$ cat config.mk
export PLATFORM = sky130hd
export DESIGN_NAME = mode_timer16
export DESIGN_NICKNAME = d
export VERILOG_FILES = /design/src/rtl/tmr16_pkg.sv /design/src/rtl/tmr16_ctrl.sv /design/src/rtl/tmr16_datapath.sv /design/src/rtl/mode_timer16.sv
export SDC_FILE = /design/constraint.sdc
export NUM_CORES = 1
export LEC_CHECK = 0
export BUFFER_PORTS_ARGS = -buffer_cell sky130_fd_sc_hd__buf_2
export CORE_AREA = 4 4 88 152
export DETAILED_ROUTE_END_ITERATION = 10
export DIE_AREA = 0 0 92 156
export PLACE_DENSITY = 0.58
export SETUP_SLACK_MARGIN = 0.02
export SLEW_MARGIN = 20
export SYNTH_ARGS = -nofsm -noshare
export SYNTH_HDL_FRONTEND = slang
export SYNTH_SLANG_ARGS = --single-unit
$ cat constraint.sdc
create_clock -name clk -period 2.5 [get_ports clk]
set_input_delay 0 -clock clk [delete_from_list [all_inputs] [get_ports clk]]
set_output_delay 0 -clock clk [all_outputs]
set_load 0.05 [all_outputs]
$ cat src/rtl/tmr16_pkg.sv
package tmr16_pkg;

  typedef enum logic [1:0] {
    MODE_HALT = 2'b00,
    MODE_FREE = 2'b01,
    MODE_MOD  = 2'b10,
    MODE_UPDN = 2'b11
  } cntMode_e;

  localparam logic [2:0] ADR_CNT_LO = 3'd0;
  localparam logic [2:0] ADR_CNT_HI = 3'd1;
  localparam logic [2:0] ADR_CTRL   = 3'd2;
  localparam logic [2:0] ADR_PER_LO = 3'd3;
  localparam logic [2:0] ADR_PER_HI = 3'd4;

  // control -> datapath strobes
  typedef struct packed {
    logic     step;
    logic     clear;
    logic     snap;
    cntMode_e mode;
  } tmrStrobe_t;

endpackage

$ cat src/rtl/tmr16_ctrl.sv
module tmr16_ctrl
  import tmr16_pkg::*;
#(
  parameter int DATA_W = 8,
  parameter int ADDR_W = 3,
  parameter int PRE_W  = 7,
  localparam int CNT_W = 2 * DATA_W
) (
  input  logic              clk,
  input  logic              rstN,
  input  logic              tickIn,
  input  logic [ADDR_W-1:0] busAddr,
  input  logic              busWrEn,
  input  logic              busRdEn,
  input  logic [DATA_W-1:0] busWrData,
  output logic [DATA_W-1:0] busRdData,
  input  logic [CNT_W-1:0]  count,
  input  logic [DATA_W-1:0] hiHold,
  input  logic              ovfEvent,
  output tmrStrobe_t        strobe,
  output logic [CNT_W-1:0]  period,
  output logic              ovfFlag,
  output logic              irqOut
);

  cntMode_e         mode;
  logic [1:0]       divSel;
  logic             ovfMask;
  logic             globalEn;
  logic [PRE_W-1:0] preCnt;
  logic [PRE_W-1:0] preLimit;
  logic             preAtLimit;
  logic             ctrlWr;
  logic             flagClr;
  logic [2:0]       preShift;

  assign ctrlWr  = busWrEn && (busAddr == ADDR_W'(ADR_CTRL));
  assign flagClr = ctrlWr && !busWrData[DATA_W-1];

  // ratio 1, 8, 32, 128 -> shift 0, 3, 5, 7
  assign preShift   = (divSel == 2'd0) ? 3'd0 : 3'({divSel, 1'b1});
  assign preLimit   = PRE_W'((1 << preShift) - 1);
  assign preAtLimit = (preCnt >= preLimit);

  assign strobe.clear = busWrEn && (busAddr == ADDR_W'(ADR_CNT_LO));
  assign strobe.snap  = busRdEn && (busAddr == ADDR_W'(ADR_CNT_LO));
  assign strobe.mode  = mode;
  assign strobe.step  = tickIn && (mode != MODE_HALT) && preAtLimit && !strobe.clear;

  always_ff @(posedge clk or negedge rstN) begin
    if (!rstN) begin
      mode     <= MODE_HALT;
      divSel   <= 2'd0;
      ovfMask  <= 1'b0;
      globalEn <= 1'b0;
    end else if (ctrlWr) begin
      mode     <= cntMode_e'(busWrData[1:0]);
      divSel   <= busWrData[3:2];
      ovfMask  <= busWrData[4];
      globalEn <= busWrData[5];
    end
  end

  always_ff @(posedge clk or negedge rstN) begin
    if (!rstN) begin
      period <= '0;
    end else if (busWrEn && busAddr == ADDR_W'(ADR_PER_LO)) begin
      period[DATA_W-1:0] <= busWrData;
    end else if (busWrEn && busAddr == ADDR_W'(ADR_PER_HI)) begin
      period[CNT_W-1:DATA_W] <= busWrData;
    end
  end

  // prescaler restarts on clear and while halted
  always_ff @(posedge clk or negedge rstN) begin
    if (!rstN) begin
      preCnt <= '0;
    end else if (strobe.clear || mode == MODE_HALT) begin
      preCnt <= '0;
    end else if (tickIn) begin
      preCnt <= preAtLimit ? '0 : preCnt + 1'b1;
    end
  end

  // sticky flag: a new event beats a clearing write
  always_ff @(posedge clk or negedge rstN) begin
    if (!rstN) begin
      ovfFlag <= 1'b0;
    end else if (ovfEvent) begin
      ovfFlag <= 1'b1;
    end else if (flagClr) begin
      ovfFlag <= 1'b0;
    end
  end

  assign irqOut = ovfFlag && ovfMask && globalEn;

  always_comb begin
    busRdData = '0;
    case (busAddr)
      ADDR_W'(ADR_CNT_LO): busRdData = count[DATA_W-1:0];
      ADDR_W'(ADR_CNT_HI): busRdData = hiHold;
      ADDR_W'(ADR_CTRL):   busRdData = DATA_W'({ovfFlag, 1'b0, globalEn, ovfMask, divSel, mode});
      ADDR_W'(ADR_PER_LO): busRdData = period[DATA_W-1:0];
      ADDR_W'(ADR_PER_HI): busRdData = period[CNT_W-1:DATA_W];
      default:             busRdData = '0;
    endcase
  end

  // any overflow event leaves the flag set
  p_flag_set_r4: assert property (@(posedge clk) disable iff (!rstN)
    ovfEvent |=> ovfFlag);

  // flag only drops through a clearing control write
  p_flag_sticky_r7: assert property (@(posedge clk) disable iff (!rstN)
    (ovfFlag && !flagClr) |=> ovfFlag);

  // after a step the prescaler restarts, so no back-to-back steps above ratio 1
  p_prescale_gap_r2: assert property (@(posedge clk) disable iff (!rstN)
    (strobe.step && preLimit != '0 && !ctrlWr) |=> !strobe.step);

endmodule

$ cat src/rtl/tmr16_datapath.sv
module tmr16_datapath
  import tmr16_pkg::*;
#(
  parameter int DATA_W = 8,
  localparam int CNT_W = 2 * DATA_W
) (
  input  logic              clk,
  input  logic              rstN,
  input  tmrStrobe_t        strobe,
  input  logic [CNT_W-1:0]  period,
  output logic [CNT_W-1:0]  count,
  output logic [DATA_W-1:0] hiHold,
  output logic              ovfEvent
);

  localparam logic [CNT_W-1:0] ALL_ONES = '1;

  logic             dirUp;
  logic             dirNext;
  logic [CNT_W-1:0] cntNext;
  logic [CNT_W-1:0] cntInc;
  logic [CNT_W-1:0] cntDec;

  assign cntInc = count + 1'b1;
  assign cntDec = count - 1'b1;

  always_comb begin
    cntNext  = count;
    dirNext  = dirUp;
    ovfEvent = 1'b0;
    if (strobe.clear) begin
      cntNext = '0;
      dirNext = 1'b1;
    end else if (strobe.step) begin
      case (strobe.mode)
        MODE_FREE: begin
          cntNext  = cntInc;
          ovfEvent = (cntInc == ALL_ONES);
        end
        MODE_MOD: begin
          if (count >= period) begin
            cntNext = '0;
          end else begin
            cntNext  = cntInc;
            ovfEvent = (cntInc == period);
          end
        end
        MODE_UPDN: begin
          if (dirUp) begin
            if (count >= period) begin
              dirNext  = 1'b0;
              cntNext  = (count == '0) ? '0 : cntDec;
              ovfEvent = (count == CNT_W'(1));
            end else begin
              cntNext = cntInc;
            end
          end else begin
            if (count <= CNT_W'(1)) begin
              cntNext  = '0;
              dirNext  = 1'b1;
              ovfEvent = (count == CNT_W'(1));
            end else begin
              cntNext = cntDec;
            end
          end
        end
        default: cntNext = count;
      endcase
    end
  end

  always_ff @(posedge clk or negedge rstN) begin
    if (!rstN) begin
      count <= '0;
      dirUp <= 1'b1;
    end else begin
      count <= cntNext;
      dirUp <= dirNext;
    end
  end

  always_ff @(posedge clk or negedge rstN) begin
    if (!rstN) begin
      hiHold <= '0;
    end else if (strobe.snap) begin
      hiHold <= count[CNT_W-1:DATA_W];
    end
  end

  // a clear always leaves a zero count
  p_clear_zero_r10: assert property (@(posedge clk) disable iff (!rstN)
    strobe.clear |=> (count == '0));

  // a halted counter holds its value
  p_halt_hold_r11: assert property (@(posedge clk) disable iff (!rstN)
    (strobe.mode == MODE_HALT && !strobe.clear) |=> $stable(count));

  // free-running wrap from all-ones to zero
  p_free_wrap_r3: assert property (@(posedge clk) disable iff (!rstN)
    (strobe.step && !strobe.clear && strobe.mode == MODE_FREE && count == ALL_ONES)
      |=> (count == '0));

  // low-byte read captures the high byte of that cycle
  p_snap_r9: assert property (@(posedge clk) disable iff (!rstN)
    strobe.snap |=> (hiHold == $past(count[CNT_W-1:DATA_W])));

endmodule

$ cat src/rtl/mode_timer16.sv
module mode_timer16
  import tmr16_pkg::*;
#(
  parameter int DATA_W = 8,
  parameter int ADDR_W = 3,
  parameter int PRE_W  = 7
) (
  input  logic              clk,
  input  logic              rstN,
  input  logic              tickIn,
  input  logic [ADDR_W-1:0] busAddr,
  input  logic              busWrEn,
  input  logic              busRdEn,
  input  logic [DATA_W-1:0] busWrData,
  output logic [DATA_W-1:0] busRdData,
  output logic              ovfFlag,
  output logic              irqOut
);

  localparam int CNT_W = 2 * DATA_W;

  tmrStrobe_t        strobe;
  logic [CNT_W-1:0]  period;
  logic [CNT_W-1:0]  count;
  logic [DATA_W-1:0] hiHold;
  logic              ovfEvent;

  tmr16_ctrl #(.DATA_W(DATA_W), .ADDR_W(ADDR_W), .PRE_W(PRE_W)) u_ctrl (
    .clk(clk), .rstN(rstN), .tickIn(tickIn),
    .busAddr(busAddr), .busWrEn(busWrEn), .busRdEn(busRdEn),
    .busWrData(busWrData), .busRdData(busRdData),
    .count(count), .hiHold(hiHold), .ovfEvent(ovfEvent),
    .strobe(strobe), .period(period), .ovfFlag(ovfFlag), .irqOut(irqOut)
  );

  tmr16_datapath #(.DATA_W(DATA_W)) u_dp (
    .clk(clk), .rstN(rstN), .strobe(strobe), .period(period),
    .count(count), .hiHold(hiHold), .ovfEvent(ovfEvent)
  );

endmodule

==> impl_metrics.json, run 1 <==
{
  "status": "complete, but fails checks",
  "violations": "setup timing",
  "cts_max_level": 2,
  "report.final.slew_viol_count": 0,
  "setup_viol": 16,
  "swShare": 0.4303,
  "synth_area_per_cell_um2": 8.362,
  "syn_nets": 618,
  "yosysSeqAreaShare": 0.2870,
  "die_h_um": 156,
  "postPlaceCellArea_um2": 5791,
  "p_int_mw": 2.412,
  "numCtsBuffers": 5,
  "clk_latency_ns": 0.31,
  "layout_commonest_cell": "buf_4",
  "power_switching_mw": 1.822,
  "synth_top_area_share": 0.2815,
  "leakagePower_nw": 2.849,
  "power_density_nw_per_um2": 635.9,
  "clock_path_buffers": 2,
  "cts_tree": "built",
  "cp-end-kind": "register",
  "muxShareOfSynthArea": 0.06309,
  "rr_endpoint": "u_dp.count[5]",
  "port_buffers": 25,
  "place_ws_ns": -0.3809,
  "power_frac_clock": 0.201,
  "synth_area_leaders": "dfrtp_1, ha_1, mux2_2, o21ai_0, xnor2_1",
  "period_minus_slack_ns": 2.719,
  "root_buffer": "clkbuf_16",
  "rr_worst_depth": 12,
  "fill_cells": 1115,
  "hp-class": "input pin to register",
  "drive_above_1_share": 0.3663,
  "drt_wl_total_um": 19400,
  "place.gp.congestion": 0.9743,
  "startpoint_type": "register",
  "path_clk_slew_ns": 0.08,
  "coreArea_um2": 12070,
  "yosys_warnings": 0,
  "fmax_mhz": 367.8,
  "setup_tns_ns": -2.322,
  "grt_pass1_vias": 5483,
  "dieWidth_um": 92,
  "crit_path_end": "u_dp.count[5]",
  "fin_nets": 750,
  "synth_area_um2": 4800,
  "synth_top_family_by_area": "compound AO/OA/AOI/OAI gates",
  "async_reset_ff_frac": 1.000,
  "grt_max_degree": 56,
  "synth_adder_area_share": 0.07299,
  "ys_types": 73,
  "regToRegStartpoint": "u_dp.count[10]",
  "cap_violations": 0,
  "p_seq_frac": 0.259,
  "drc": 0,
  "dieArea_um2": 14350,
  "antenna_found_initial": 0,
  "synth_top_area_cell": "dfrtp_1",
  "final-hold-violation-count": 0,
  "initialDrtViolationCount": 453,
  "initial_core_util": 0.3977,
  "synth_edf_count": 0,
  "fin_ws_ns": -0.2191,
  "synth-seq-cells": 55,
  "p_comb_frac": 0.540,
  "ant_nets": 0,
  "rsz0062_at_grt": "true",
  "synth_xor_area_frac": 0.05474,
  "vias_per_cell": 6.186,
  "hpwlAfterDp_um": 14640,
  "hp-start": "busAddr[0]",
  "wire_per_inst_um": 22.24,
  "rrSetupSlack_ns": -0.22,
  "first_pass_iters": 7,
  "synth_compound_area_frac": 0.2346,
  "peakVddDrop_mv": 0.4090,
  "fin_crit_sh": 1.088,
  "dr_total_vias": 5394,
  "antenna_cells": 0,
  "area_delta_synth_final_pct": 38.74,
  "syn-instance-count": 574,
  "ios": 26,
  "overflow": 0,
  "rows": 53,
  "clock_sinks": 55,
  "synth-simple-area-share": 0.2245,
  "finish.utilization": 0.5517,
  "power_mw": 4.234,
  "finalClockSkew_ns": 0.01394,
  "tightest_slew_ns": 0.7776,
  "ys.flop_type": "dfrtp_1",
  "layout_common_cells": "buf_4, dfrtp_1, nand2_1",
  "path_max_fanout": 5,
  "grt_pass1_wl_um": 29870,
  "startpoint": "u_dp.count[10]",
  "design_area_um2": 6659,
  "slew_headroom": 0.4816,
  "crit_required_ns": 2.74,
  "path_class": "register to register",
  "critPathArrivalTime_ns": 2.96,
  "track_usage": 0.2699
}
-- flip-flops by register name, summed over array words and instances, names as in the netlist --
| signal | cells |
|---|---|
| u_ctrl.ovfMask | 1 |
| u_ctrl.divSel | 2 |
| u_ctrl.ovfFlag | 1 |
| u_dp.dirUp | 1 |
| u_ctrl.preCnt | 7 |
| u_ctrl.period | 16 |
| u_dp.count | 16 |
| u_ctrl.mode | 2 |
| u_dp.hiHold | 8 |
| u_ctrl.globalEn | 1 |
-- metal layers --
layer  part of all wire  up-vias  track usage
met4              0.084        0       0.1963
li1                   -     2411            -
met5                  0        -            0
met1               0.36     2608       0.2934
met3              0.045      110      0.02510
met2               0.51      265       0.4829
-- cell families (layout without fill, tap and decap cells) --
family                   count (synthesis)  count (layout)
AO/OA/AOI/OAI                          167             168
XOR/XNOR                                30              30
adder cells (fa/ha/maj)                 28              28
buffers and inverters                   71             203
flip-flops                              55              55
multiplexers                            26              26
AND/OR/NAND/NOR                        197             197
-- how the worst min path moves through the flow --
stage / end / slack [ns] / depth (start not counted)
final: u_dp.dirUp / 0.15 / 3
after global routing: u_dp.dirUp / 0.17 / 3
after CTS: u_dp.dirUp / 0.15 / 3
after detailed placement: u_ctrl.mode[0] / 0.21 / 2
after global placement: u_ctrl.period[0] / 0.19 / 2
after floorplan: u_ctrl.divSel[0] / -0.30 / 0
-- metrics by stage --
step | hold WS [ns] | cells
after detailed placement | 0.2073 | 835
after floorplan | -0.2956 | 574
after global routing | 0.1699 | 872
after CTS | 0.1505 | 863
after global placement | 0.1943 | 835
final | 0.1491 | 872
-- repair_timing --
action                                  in CTS  in global routing
gates resized for setup                     50                 47
endpoints found under the setup margin      17                 23
endpoints found under the hold margin       72                  0
setup buffers                                8                 10
pin swaps                                   14                 27
cloned                                       2                  0
hold buffers                                10                  0
-- worst max-delay path, stage by stage (launching register included) --
cell	delay [ns]
dfrtp_2	0.47
ha_4	0.29
nand4_1	0.19
nor4_4	0.40
buf_4	0.17
o31a_1	0.14
buf_6	0.13
nor3_4	0.06
buf_6	0.15
buf_6	0.12
o32ai_2	0.27
a311o_1	0.16
a21o_1	0.10
-- power by group through the flow --
stage	logic (mW)	registers [mW]	clock network, mW
final	2.29	1.09	0.852
after global routing	2.45	1.11	0.890
after CTS	2.14	1.09	0.862
after detailed placement	1.97	1.11	0
after global placement	1.94	1.10	0
after floorplan	1.11	1.13	0
-- cells in the mapped netlist, drive strengths merged (4+ instances only) --
cell	instances
o21a	5
and3	6
a221oi	7
nor2b	9
ha	28
inv	31
a211oi	5
xor2	5
nand2b	8
a22oi	14
o22ai	13
a21oi	18
nor3b	7
dfrtp	54
nand4	8
o21ai	51
nor2	28
nand3b	4
a31oi	6
and2	4
clkbuf	21
nand2	52
o31ai	10
xnor2	25
nor3	24
o32ai	8
nand3	21
nor4	12
buf	19
mux2	24
-- cell type report --
type,instances,area (um^2),area share
timing repair buffer,164,1247,0.1873
inverter,31,116.4,0.01747
tap,165,206.4,0.03100
clock inverter,3,46.29,0.006952
clock buffer,5,125.1,0.01879
multi-input combinational,449,3537,0.5312
sequential,55,1380,0.2073
Note: power is estimated with default switching activity, not from simulation.
==> run 2: changes to the inputs <==
--- a/config.mk
+++ b/config.mk
@@ -6,10 +6,12 @@
 export NUM_CORES = 1
 export LEC_CHECK = 0
 export BUFFER_PORTS_ARGS = -buffer_cell sky130_fd_sc_hd__buf_2
+export CELL_PAD_IN_SITES_DETAIL_PLACEMENT = 1
+export CELL_PAD_IN_SITES_GLOBAL_PLACEMENT = 1
 export CORE_AREA = 4 4 88 152
 export DETAILED_ROUTE_END_ITERATION = 10
 export DIE_AREA = 0 0 92 156
-export PLACE_DENSITY = 0.58
+export PLACE_DENSITY = 0.72
 export SETUP_SLACK_MARGIN = 0.02
 export SLEW_MARGIN = 20
 export SYNTH_ARGS = -nofsm -noshare
==> run 2 against run 1 <==
Effect of this change: the run ends with hold timing, setup timing left; worst hold slack got worse by 0.15 ns; largest power group unchanged; cell area increased by 3.3%; register-to-register slack got worse by 0.47 ns; combinational power increased by 20%; clock power increased by 2%; final cell count decreased by 0.46%; via count increased by 7.3%; sequential share of layout area decreased by 0.66 points; sequential power about the same; utilization increased by 1.8 points; die area unchanged; fmax decreased by 15%.
==> impl_metrics.json, run 2 (synthesized netlist as in run 1, its figures left out) <==
{
  "seqCellArea_um2": 1380,
  "leakagePower_nw": 2.889,
  "antenna_cells": 0,
  "finalClockSkew_ns": 0.01307,
  "cp-end-kind": "register",
  "max_stage_delay_ns": 0.59,
  "dieWidth_um": 92,
  "final-hold-violation-count": 1,
  "dieArea_um2": 14350,
  "report.final.slew_viol_count": 0,
  "track_usage": 0.3051,
  "rsz0062_at_grt": "true",
  "vias_per_cell": 6.668,
  "fin_ws_ns": -0.6849,
  "coreArea_um2": 12070,
  "violations": "hold timing, setup timing",
  "hold_ws_ns": -0.004007,
  "ios": 26,
  "path_clk_slew_ns": 0.08,
  "dr_total_vias": 5788,
  "wire_per_inst_um": 28.83,
  "antenna_found_initial": 0,
  "period_minus_slack_ns": 3.185,
  "root_buffer": "clkbuf_16",
  "cts_max_level": 2,
  "cap_violations": 0,
  "tightest_slew_ns": 0.7969,
  "cpMostUsedCell": "buf_4",
  "dp.cells": 830,
  "finish.utilization": 0.5698,
  "hpwlAfterDp_um": 16060,
  "critPathArrivalTime_ns": 3.40,
  "first_pass_iters": 6,
  "hold_depth": 3,
  "drc": 0,
  "setup_viol": 18,
  "ant_nets": 0,
  "startpoint_type": "register",
  "grt_pass1_vias": 6018,
  "initialDrtViolationCount": 570,
  "hp-class": "input pin to register",
  "layout_commonest_cell": "buf_4",
  "path_class": "register to register",
  "multi_input_area_um2": 3726,
  "fill_cells": 1400,
  "area_delta_synth_final_pct": 43.27,
  "clock_sinks": 55,
  "slew_headroom": 0.4646,
  "crit_required_ns": 2.71,
  "slowest_stage": "nor4_2",
  "grt_pass1_wl_um": 33440,
  "drt_wl_total_um": 25030,
  "rows": 53,
  "status": "complete, but fails checks",
  "initial_core_util": 0.3977,
  "layoutNonFillerInstCount": 868,
  "path_max_fanout": 6,
  "overflow": 0,
  "peakVddDrop_mv": 0.4874,
  "rr_worst_depth": 10,
  "cts_tree": "built",
  "fmax_mhz": 314.0,
  "fin_crit_sh": 1.274,
  "layout_common_cells": "buf_4, dfrtp_1, nand2_1",
  "grt_max_degree": 37,
  "place_ws_ns": -0.2671,
  "reg_top3": "u_ctrl.period: 16 flops, u_dp.count: 16 flops, u_dp.hiHold: 8 flops",
  "clk_latency_ns": 0.32,
  "power_density_nw_per_um2": 687.9,
  "place.gp.congestion": 0.9568,
  "path_cells": "ha_1, nand4_1, nor4_2, buf_4, o31a_1, o31a_4, buf_4, nor3_1, a311o_1, a21o_1",
  "die_h_um": 156,
  "drive_above_1_share": 0.4068,
  "fin_nets": 746,
  "port_buffers": 25,
  "numCtsBuffers": 5,
  "clock_path_buffers": 2
}
## run 2: final cells by class
type,instances,share of cell area
flip-flops and latches,55,0.2007
multi-input cells,449,0.5418
inverters,31,0.01729
clock buffers,5,0.01820
well taps,165,0.03002
clock inverters,3,0.006732
repair buffers,160,0.1852
## run 2: per-layer routing
layer  global-route usage  vias to the layer above  share of wire
met4               0.2615                        0          0.092
met3              0.03041                      144          0.065
met1               0.3069                     2901           0.33
met5                    0                        -              0
met2               0.5533                      342           0.51
li1                     -                     2401              -
## run 2: worst max-delay path: cells and delay by family (launching register included)
kind / cells / cell delay (ns)
AOI/OAI and AO/OA: 4 / 1.04
DFF: 1 / 0.47
adders and majority gates: 1 / 0.34
buffers and inverters: 2 / 0.40
and+or+nand+nor: 3 / 0.83
## run 2: timing repair
item	in CTS	in global routing
buffers inserted	10	12
endpoints found under the setup margin	18	17
hold buffers	8	0
pin swaps	25	41
hold endpoints to repair	33	0
resized for setup	60	79
gates cloned	2	1
## run 2: power breakdown
part           leakage (nW)  total, mW  switching, mW  internal, mW
Combinational          2.09       2.75           1.65          1.10
Clock                0.0804      0.867          0.389         0.478
Sequential            0.716       1.12          0.108          1.01
Total                  2.89       4.73           2.15          2.58
## run 2: per-stage QoR
step	total power [mW]	TNS, ns	hold WS, ns	cell area (um^2)
3_3_place_gp	3.105	-1.188	-0.01589	5753
5_1_grt	4.900	-12.14	0.005720	6877
4_1_cts	4.217	-0.4442	0.002904	6371
2_1_floorplan	2.234	0	-0.2956	4801
3_5_place_dp	3.167	-2.647	-0.006725	5753
6_report	4.730	-9.618	-0.004007	6877
## run 2: path summary, 6_finish.rpt
path                                      from  slack [ns]               end
min in group asynchronous                 rstN        0.18  u_ctrl.period[0]
max in group asynchronous                 rstN        1.37    u_dp.count[11]
worst min-delay path                    tickIn      -0.004        u_dp.dirUp
worst max register to register  u_dp.count[10]       -0.68     u_dp.count[5]
worst max-delay path            u_dp.count[10]       -0.68     u_dp.count[5]
worst min register to register  u_dp.hiHold[6]        0.52    u_dp.hiHold[6]
